<file path="src/rtl/ldev_cfg_pkg.sv">
// Shared constants of the logical device configuration bank.
// Assumes the fixed index layout that the card controller decodes.
package ldev_cfg_pkg;
    localparam logic [7:0] IDX_ACT  = 8'h30;
    localparam logic [7:0] IDX_CHK  = 8'h31;
    localparam logic [7:0] IDX_MEM  = 8'h40;
    localparam logic [7:0] IDX_IO   = 8'h60;
    localparam logic [7:0] IDX_IRQ  = 8'h70;
    localparam logic [7:0] IDX_DMA  = 8'h74;
    localparam int         MEM_STRIDE = 8;
    localparam logic [7:0] PAT_ONE  = 8'h55;
    localparam logic [7:0] PAT_ZERO = 8'hAA;
    localparam logic [2:0] DMA_NONE = 3'd4;
endpackage

</file>
<file path="src/rtl/ldev_ctl.sv">
// Activation and conflict-probe control of one logical device.
// Holds the activation bit and probe control, and forms the probe answer.
// Assumes wr_en is already qualified by selection.
module ldev_ctl
    import ldev_cfg_pkg::*;
(
    input  logic       clk,
    input  logic       rst_n,
    input  logic       clr,
    input  logic       wr_en,
    input  logic [7:0] idx,
    input  logic [1:0] wbits,
    input  logic       io_rd,
    input  logic       range_hit,
    output logic       active,
    output logic       chk_en,
    output logic       resp_vld,
    output logic [7:0] resp_data,
    output logic [7:0] rdata
);
    logic       act_q;
    logic [1:0] chk_q;

    // Register update: reset, then writes. Turning the device on disarms the probe.
    always_ff @(posedge clk) begin
        if (!rst_n || clr) begin
            act_q <= 1'b0;
            chk_q <= 2'b00;
        end else if (wr_en) begin
            if (idx == IDX_ACT) begin
                act_q <= wbits[0];
                if (wbits[0]) chk_q[1] <= 1'b0;
            end else if (idx == IDX_CHK) begin
                chk_q <= wbits;
            end
        end
    end

    // Probe answer: only for an inactive device with the probe armed.
    always_comb begin
        resp_vld  = io_rd && !act_q && chk_q[1] && range_hit;
        resp_data = 8'h00;
        if (resp_vld) resp_data = chk_q[0] ? PAT_ONE : PAT_ZERO;
    end

    // Read-back of the two control indices, reserved bits zero.
    always_comb begin
        rdata = 8'h00;
        if (idx == IDX_ACT) rdata = {7'b0, act_q};
        else if (idx == IDX_CHK) rdata = {6'b0, chk_q};
    end

    assign active = act_q;
    assign chk_en = chk_q[1];
endmodule

</file>
<file path="src/rtl/ldev_io_bank.sv">
// I/O base address storage and window compare for N_IO ranges.
// A base of zero marks an unassigned range. Windows are 2**SPAN_W ports.
module ldev_io_bank
    import ldev_cfg_pkg::*;
#(
    parameter int N_IO   = 8,
    parameter int SPAN_W = 3
)(
    input  logic               clk,
    input  logic               rst_n,
    input  logic               clr,
    input  logic               wr_en,
    input  logic [7:0]         idx,
    input  logic [7:0]         wdata,
    input  logic [15:0]        io_addr,
    output logic [N_IO-1:0]    hit_raw,
    output logic [16*N_IO-1:0] base_flat,
    output logic [7:0]         rdata
);
    localparam logic [15:0] LOW_MASK = 16'((1 << SPAN_W) - 1);

    logic [7:0] hi_q [N_IO];
    logic [7:0] lo_q [N_IO];

    for (genvar i = 0; i < N_IO; i++) begin : g_rng
        localparam logic [7:0] HI_IDX = 8'(IDX_IO + 2*i);
        localparam logic [7:0] LO_IDX = 8'(IDX_IO + 2*i + 1);

        // Byte registers of range i: high byte first, then low byte.
        always_ff @(posedge clk) begin
            if (!rst_n || clr) begin
                hi_q[i] <= 8'h00;
                lo_q[i] <= 8'h00;
            end else if (wr_en) begin
                if (idx == HI_IDX) hi_q[i] <= wdata;
                if (idx == LO_IDX) lo_q[i] <= wdata;
            end
        end

        // Window compare of range i, ignoring the low address bits.
        always_comb begin
            base_flat[16*i +: 16] = {hi_q[i], lo_q[i]};
            hit_raw[i] = ({hi_q[i], lo_q[i]} != 16'h0000) &&
                         ((io_addr & ~LOW_MASK) == ({hi_q[i], lo_q[i]} & ~LOW_MASK));
        end
    end

    // Read-back over all range bytes.
    always_comb begin
        rdata = 8'h00;
        for (int i = 0; i < N_IO; i++) begin
            if (idx == 8'(IDX_IO + 2*i))     rdata = hi_q[i];
            if (idx == 8'(IDX_IO + 2*i + 1)) rdata = lo_q[i];
        end
    end
endmodule

</file>
<file path="src/rtl/ldev_intr_bank.sv">
// Interrupt and DMA selection registers and their exported controls.
// Assumes the interrupt entries are two bytes each from IDX_IRQ and the DMA entries one byte each from IDX_DMA.
module ldev_intr_bank
    import ldev_cfg_pkg::*;
#(
    parameter int N_IRQ = 2,
    parameter int N_DMA = 2
)(
    input  logic               clk,
    input  logic               rst_n,
    input  logic               clr,
    input  logic               wr_en,
    input  logic [7:0]         idx,
    input  logic [3:0]         wbits,
    input  logic               active,
    output logic [4*N_IRQ-1:0] irq_num,
    output logic [N_IRQ-1:0]   irq_level_trig,
    output logic [N_IRQ-1:0]   irq_active_high,
    output logic [7:0]         dma_en,
    output logic [7:0]         rdata
);
    logic [3:0] lvl_q  [N_IRQ];
    logic [1:0] mode_q [N_IRQ];
    logic [2:0] ch_q   [N_DMA];

    for (genvar k = 0; k < N_IRQ; k++) begin : g_irq
        // Level and mode bytes of interrupt entry k.
        always_ff @(posedge clk) begin
            if (!rst_n || clr) begin
                lvl_q[k]  <= 4'h0;
                mode_q[k] <= 2'b00;
            end else if (wr_en) begin
                if (idx == 8'(IDX_IRQ + 2*k))     lvl_q[k]  <= wbits;
                if (idx == 8'(IDX_IRQ + 2*k + 1)) mode_q[k] <= wbits[1:0];
            end
        end
        assign irq_num[4*k +: 4]  = lvl_q[k];
        assign irq_level_trig[k]  = mode_q[k][0];
        assign irq_active_high[k] = mode_q[k][1];
    end

    for (genvar j = 0; j < N_DMA; j++) begin : g_dma
        // Channel select of DMA entry j.
        always_ff @(posedge clk) begin
            if (!rst_n || clr) ch_q[j] <= 3'd0;
            else if (wr_en && idx == 8'(IDX_DMA + j)) ch_q[j] <= wbits[2:0];
        end
    end

    // Channel enables: one bit per entry unless it selects "no DMA" or the device is off.
    always_comb begin
        dma_en = 8'h00;
        for (int j = 0; j < N_DMA; j++)
            if (active && ch_q[j] != DMA_NONE) dma_en[ch_q[j]] = 1'b1;
    end

    // Read-back with reserved bits zero.
    always_comb begin
        rdata = 8'h00;
        for (int k = 0; k < N_IRQ; k++) begin
            if (idx == 8'(IDX_IRQ + 2*k))     rdata = {4'h0, lvl_q[k]};
            if (idx == 8'(IDX_IRQ + 2*k + 1)) rdata = {6'h0, mode_q[k]};
        end
        for (int j = 0; j < N_DMA; j++)
            if (idx == 8'(IDX_DMA + j)) rdata = {5'h0, ch_q[j]};
    end
endmodule

</file>
<file path="src/rtl/ldev_mem_bank.sv">
// Memory range descriptor storage for N_MEM ranges of MEM_STRIDE indices.
// Storage only: nothing decodes these values here. Control bit 0 is a fixed parameter.
module ldev_mem_bank
    import ldev_cfg_pkg::*;
#(
    parameter int   N_MEM          = 4,
    parameter logic MEM_LIMIT_MODE = 1'b0
)(
    input  logic       clk,
    input  logic       rst_n,
    input  logic       clr,
    input  logic       wr_en,
    input  logic [7:0] idx,
    input  logic [7:0] wdata,
    output logic [7:0] rdata
);
    logic [7:0] bhi_q [N_MEM];
    logic [7:0] bmd_q [N_MEM];
    logic       w16_q [N_MEM];
    logic [7:0] lhi_q [N_MEM];
    logic [7:0] lmd_q [N_MEM];

    for (genvar r = 0; r < N_MEM; r++) begin : g_rng
        localparam logic [7:0] B = 8'(IDX_MEM + MEM_STRIDE*r);
        // Descriptor bytes of range r; offset 2 keeps only the width bit.
        always_ff @(posedge clk) begin
            if (!rst_n || clr) begin
                bhi_q[r] <= 8'h00;
                bmd_q[r] <= 8'h00;
                w16_q[r] <= 1'b0;
                lhi_q[r] <= 8'h00;
                lmd_q[r] <= 8'h00;
            end else if (wr_en) begin
                if (idx == B)        bhi_q[r] <= wdata;
                if (idx == B + 8'd1) bmd_q[r] <= wdata;
                if (idx == B + 8'd2) w16_q[r] <= wdata[1];
                if (idx == B + 8'd3) lhi_q[r] <= wdata;
                if (idx == B + 8'd4) lmd_q[r] <= wdata;
            end
        end
    end

    // Read-back; filler offsets return zero.
    always_comb begin
        rdata = 8'h00;
        for (int r = 0; r < N_MEM; r++) begin
            if (idx == 8'(IDX_MEM + MEM_STRIDE*r))     rdata = bhi_q[r];
            if (idx == 8'(IDX_MEM + MEM_STRIDE*r + 1)) rdata = bmd_q[r];
            if (idx == 8'(IDX_MEM + MEM_STRIDE*r + 2)) rdata = {6'h0, w16_q[r], MEM_LIMIT_MODE};
            if (idx == 8'(IDX_MEM + MEM_STRIDE*r + 3)) rdata = lhi_q[r];
            if (idx == 8'(IDX_MEM + MEM_STRIDE*r + 4)) rdata = lmd_q[r];
        end
    end
endmodule

</file>
<file path="src/rtl/ldev_cfg_regs.sv">
// Top of the logical device configuration register file.
// Qualifies accesses by selection, merges bank read data and gates decode by activation.
// Assumes the caller holds cfg_sel only while the card is configured and this device selected.
module ldev_cfg_regs #(
    parameter int   N_IO           = 8,
    parameter int   N_IRQ          = 2,
    parameter int   N_DMA          = 2,
    parameter int   N_MEM          = 4,
    parameter int   IO_SPAN_W      = 3,
    parameter logic MEM_LIMIT_MODE = 1'b0
)(
    input  logic               clk,
    input  logic               rst_n,
    input  logic               cc_reset,
    input  logic               cfg_sel,
    input  logic               cfg_wr,
    input  logic [7:0]         cfg_idx,
    input  logic [7:0]         cfg_wdata,
    output logic [7:0]         cfg_rdata,
    input  logic               io_rd,
    input  logic [15:0]        io_addr,
    output logic [N_IO-1:0]    io_hit,
    output logic               chk_resp_vld,
    output logic [7:0]         chk_resp_data,
    output logic               dev_active,
    output logic [16*N_IO-1:0] io_base,
    output logic [4*N_IRQ-1:0] irq_num,
    output logic [N_IRQ-1:0]   irq_level_trig,
    output logic [N_IRQ-1:0]   irq_active_high,
    output logic [7:0]         dma_en
);
    logic            wr_en;
    logic            chk_en;
    logic [N_IO-1:0] hit_raw;
    logic [7:0]      rd_ctl, rd_io, rd_intr, rd_mem;

    assign wr_en = cfg_sel && cfg_wr;

    ldev_ctl u_ctl (
        .clk(clk), .rst_n(rst_n), .clr(cc_reset), .wr_en(wr_en),
        .idx(cfg_idx), .wbits(cfg_wdata[1:0]), .io_rd(io_rd),
        .range_hit(|hit_raw), .active(dev_active), .chk_en(chk_en),
        .resp_vld(chk_resp_vld), .resp_data(chk_resp_data), .rdata(rd_ctl)
    );

    ldev_io_bank #(.N_IO(N_IO), .SPAN_W(IO_SPAN_W)) u_io (
        .clk(clk), .rst_n(rst_n), .clr(cc_reset), .wr_en(wr_en),
        .idx(cfg_idx), .wdata(cfg_wdata), .io_addr(io_addr),
        .hit_raw(hit_raw), .base_flat(io_base), .rdata(rd_io)
    );

    ldev_intr_bank #(.N_IRQ(N_IRQ), .N_DMA(N_DMA)) u_intr (
        .clk(clk), .rst_n(rst_n), .clr(cc_reset), .wr_en(wr_en),
        .idx(cfg_idx), .wbits(cfg_wdata[3:0]), .active(dev_active),
        .irq_num(irq_num), .irq_level_trig(irq_level_trig),
        .irq_active_high(irq_active_high), .dma_en(dma_en), .rdata(rd_intr)
    );

    ldev_mem_bank #(.N_MEM(N_MEM), .MEM_LIMIT_MODE(MEM_LIMIT_MODE)) u_mem (
        .clk(clk), .rst_n(rst_n), .clr(cc_reset), .wr_en(wr_en),
        .idx(cfg_idx), .wdata(cfg_wdata), .rdata(rd_mem)
    );

    // Read merge: banks return zero outside their indices; nothing leaves when unselected.
    assign cfg_rdata = cfg_sel ? (rd_ctl | rd_io | rd_intr | rd_mem) : 8'h00;

    // Normal decode only for an active device during a read cycle.
    assign io_hit = (io_rd && dev_active) ? hit_raw : '0;
endmodule

</file>
<file path="config.mk">
export PLATFORM = sky130hd
export DESIGN_NAME = ldev_cfg_regs
export DESIGN_NICKNAME = d
export VERILOG_FILES = /design/src/rtl/ldev_cfg_pkg.sv /design/src/rtl/ldev_ctl.sv /design/src/rtl/ldev_io_bank.sv /design/src/rtl/ldev_intr_bank.sv /design/src/rtl/ldev_mem_bank.sv /design/src/rtl/ldev_cfg_regs.sv
export SDC_FILE = /design/constraint.sdc
export NUM_CORES = 1
export LEC_CHECK = 0
export BUFFER_PORTS_ARGS = -buffer_cell sky130_fd_sc_hd__buf_2
export CORE_MARGIN = 3
export CORE_UTILIZATION = 30
export CTS_CLUSTER_DIAMETER = 120
export DETAILED_ROUTE_END_ITERATION = 8
export PLACE_DENSITY_LB_ADDON = 0.12
export SLEW_MARGIN = 20
export SYNTH_ARGS = -nofsm -noshare
export SYNTH_HDL_FRONTEND = slang
export SYNTH_HIERARCHICAL = 1
export SYNTH_SLANG_ARGS = --single-unit
</file>
<file path="constraint.sdc">
create_clock -name clk -period 6.4 [get_ports clk]
set_input_delay 1.28 -clock clk [delete_from_list [all_inputs] [get_ports clk]]
set_output_delay 1.28 -clock clk [all_outputs]
set_load 0.01 [all_outputs]
</file>
==> impl_summary.md <==
Run status
The flow ran to the end, and the final reports show no timing, DRC or antenna violations.

Final layout
The share of post-route cells with drive strength above 1 is 21.20%. The filler cell count is 5337. The area growth from synthesis to layout is 16.60%. The net count of the finished layout is 1644.

Timing
Setup repair after global routing left no endpoint under its margin. The final worst-path setup slack is 0.9484 ns. At the pin with the least slew margin, the transition time is 1.027 ns. The worst slew slack as a fraction of its limit is 31.53%. The maximum frequency from static timing analysis is 0.1834 GHz.

The final critical path time including I/O delays and setup is 5.452 ns. The final number of max-transition violations is 0. The hold violation count in the final report was 0. The final count of negative-setup-slack endpoints is 0. Between clock sinks in the finished design, the worst skew comes to 0 ns.

For the final routed database, the setup TNS stands at 0 ns. Of the available clock period, the critical path in the final layout requires 85.18%.

CTS
The root buffer selected by CTS is sky130_fd_sc_hd__clkbuf_16. In this run, post-CTS repair resized a total of 0 instances. TritonCTS built the clock tree. After clock tree synthesis, the clock-pin slew on the worst setup and hold paths is 0.05 ns. The number of hold buffers added after CTS was 0. In this run the number of H-tree levels came out at 2. The number of buffers inserted during clock tree synthesis is 35. The source-to-sink clock delay at the later pin of the worst-skew pair is 0.53 ns. For this design, the sink count on the clock tree is 281.

Post-CTS timing repair inserted 0 buffers for setup. The clock passes through at most 3 buffers.

Routing
For this block, the initial DRC count from the detailed router was 1372. The first-pass iteration count of the detailed router is 5. In the final routed layout, each cell accounts on average for 28.01 um.

Across all layers, the routed design uses 13.02k vias. For this run, design rule violations remaining after detail routing come to 0. Using the TritonRoute via totals, the vias-per-cell ratio works out to 5.603. For this block, the routed nets add up to 65.07 mm of wire. In this run the remaining antenna-violating nets after routing total 0.

Global route
met2 is the most crowded layer. Global routing consumed, on the met1 layer, 31.44% of the routing resources. The total routing usage reported by global routing is 22.66%. The maximum number of pins on one net before global-route repair is 47. Global routing consumed, on the met3 layer, 4.246% of the routing resources. For this run, global-route usage on met2 was measured as 35.84%.

The via count of the first global-routing pass is 12.80k. The number of antenna violations at the first check in global routing is 2. The first global-routing pass estimated 93.75 mm of wire. Global routing finished with a remaining overflow of 0.

Yosys
In this run, synthesis inferred 278 flip-flops with an integrated enable. After synthesis, the netlist uses 92 different library cells. The number of register bits inferred by synthesis is 281.

Of the post-synthesis cell area, the dominant cell type holds 51.93%. The dominant cell type by area after synthesis is sky130_fd_sc_hd__edfxtp_1. The mean instance size in the synthesized netlist is 11.21 um^2.

Synthesis produced 1434 cells. The fraction of registers with async set/reset is 0%. The area of the mapped netlist is 16080 um^2. The most used flip-flop cell after synthesis is sky130_fd_sc_hd__edfxtp_1. The part of the Yosys area used for sequential elements is 52.30%. After synthesis, the cell types taking the most area are sky130_fd_sc_hd__edfxtp_1 52%, sky130_fd_sc_hd__and2_1 8.2%, sky130_fd_sc_hd__xor2_1 3.1%. The most used standard cell by instance count after synthesis is sky130_fd_sc_hd__edfxtp_1. The Yosys step of the flow raised 6 warnings. Sorting the synthesized cells by how often they occur yields 278 x sky130_fd_sc_hd__edfxtp_1, 212 x sky130_fd_sc_hd__and2_1, 86 x sky130_fd_sc_hd__nand2_1.

Pwr
The reported leakage power is 0.007266 uW. The peak supply drop is 0.1509 mV. Overall power consumption after layout is estimated at 4629 uW. The areal power density over the cells is 246.9 nW/um^2.

Floorplan
In this run the core area contains 84 standard-cell rows. The total core area is 52760 um^2. The die covers 56400 um^2.

The I/O pin count is 212. The horizontal extent of the die is 237.5 um. The initial core utilization is 30.47%. The die is 237.5 um tall.

Critical path
The worst setup path is launched from an input port. The critical path arrival is 4.17 ns. STA classifies the critical path endpoint as an output pin.

The critical path data required time is 5.12 ns. The start-to-end type of the worst setup path is input port to output pin. In this run the worst path has a maximum fanout of 12.

Placement
Prior to clock tree synthesis, the placed netlist has a worst setup slack of 1.028 ns. At the end of routability-driven placement, the weighted congestion stood at 0.9157. The HPWL after detailed placement is 44.91 mm.

The count of port buffers added during placement is 207.

Flow run
The number of maximum-capacitance constraint violations is 0.

Worst hold path
The worst hold path belongs to the class register to register.
report_power, final:
group	leakage, uW	internal, uW	switching (uW)
clock	0.000530	1130	795
sequential	0.00305	2110	108
combinational	0.00369	162	325
final timing paths:
kind	startpoint	end	slack (ns)	cells after the start
setup / recovery	cfg_idx[5]	cfg_rdata[6]	0.95	9
hold / removal	u_ctl/chk_q[0]	u_ctl/chk_q[0]	0.52	2
setup reg to reg	u_ctl/active	u_ctl/active	5.29	2
hold reg to reg	u_ctl/chk_q[0]	u_ctl/chk_q[0]	0.52	2
area by class of cell:
cell class,instances,area [um^2],area share (%)
multi-input cells,1036,7004,37.36
repair buffers,242,1341,7.155
inverters,10,37.54,0.2002
well taps,688,860.8,4.592
clock buffers,47,950.9,5.073
flip-flops and latches,281,8408,44.85
clock inverters,16,135.1,0.7209
diodes,3,7.507,0.04005
layout by cell type, fill, tap and decap left out, types with 14 or more instances in the layout:
master                      Yosys  routed
sky130_fd_sc_hd__nor2_1        75      75
sky130_fd_sc_hd__xor2_1        56      56
sky130_fd_sc_hd__and3_1        49      49
sky130_fd_sc_hd__nand3_1       20      20
sky130_fd_sc_hd__nand4_1       19      19
sky130_fd_sc_hd__mux4_2        15      15
sky130_fd_sc_hd__edfxtp_1     278     278
sky130_fd_sc_hd__buf_2         18     205
sky130_fd_sc_hd__buf_4         25      34
sky130_fd_sc_hd__mux2i_1       34      34
sky130_fd_sc_hd__nor2b_1       16      15
sky130_fd_sc_hd__xnor2_1       48      48
sky130_fd_sc_hd__o21ai_0       66      55
sky130_fd_sc_hd__nand2_1       86      86
sky130_fd_sc_hd__and2_1       212     212
sky130_fd_sc_hd__clkbuf_16      0      35
sky130_fd_sc_hd__a21oi_1       28      28
sky130_fd_sc_hd__nand2b_1      14      14
sky130_fd_sc_hd__nor3_1        31      31
sky130_fd_sc_hd__nor4_1        55      55
worst max-delay path, stage by stage:
cell and delay, ns:
sky130_fd_sc_hd__buf_2 0.19, sky130_fd_sc_hd__or4b_1 0.68, sky130_fd_sc_hd__nor2_1 0.68, sky130_fd_sc_hd__a221oi_1 0.20, sky130_fd_sc_hd__a211o_1 0.33, sky130_fd_sc_hd__a31o_2 0.25
sky130_fd_sc_hd__o211ai_1 0.10, sky130_fd_sc_hd__o41a_1 0.28, sky130_fd_sc_hd__buf_2 0.18
sequential cells by signal, summed over array words and instances, names as in the netlist:
name / count
u_ctl/active: 1
u_ctl/chk_q: 2
u_intr/ch_q: 6
u_intr/lvl_q: 8
u_intr/mode_q: 4
u_io/hi_q: 64
u_io/lo_q: 64
u_mem/bhi_q: 32
u_mem/bmd_q: 32
u_mem/lhi_q: 32
u_mem/lmd_q: 32
u_mem/w16_q: 4
cells by family (layout without fill, tap and decap cells):
logic type	count (synthesis)	in the layout	synth area share, %
buffers and inverters	126	315	4.358
AO/OA/AOI/OAI	229	229	9.970
XOR/XNOR	104	104	5.666
AND/OR/NAND/NOR	637	637	23.02
flip-flops	281	281	52.30
other	2	14	0.04671
multiplexers	55	55	4.638
metrics by stage:
stage	hold slack [ns]	instances	utilization, %	instance area [um^2]
CTS	0.5453	2320	35.52	18740
global placement	0.5195	2257	33.46	17650
global route	0.5881	2320	35.52	18740
detailed placement	0.5366	2257	33.46	17650
finish	0.5244	2323	35.53	18750
floorplan	0.4596	1443	-	16110
routing by layer:
metal | wire length [um] | vias to the layer above
li1 | - | 5687
met1 | 28300 | 6604
met2 | 29890 | 599
met3 | 4664 | 125
met4 | 2213 | 0
met5 | 0 | -
No activity file was read; power rests on OpenSTA's default activity.
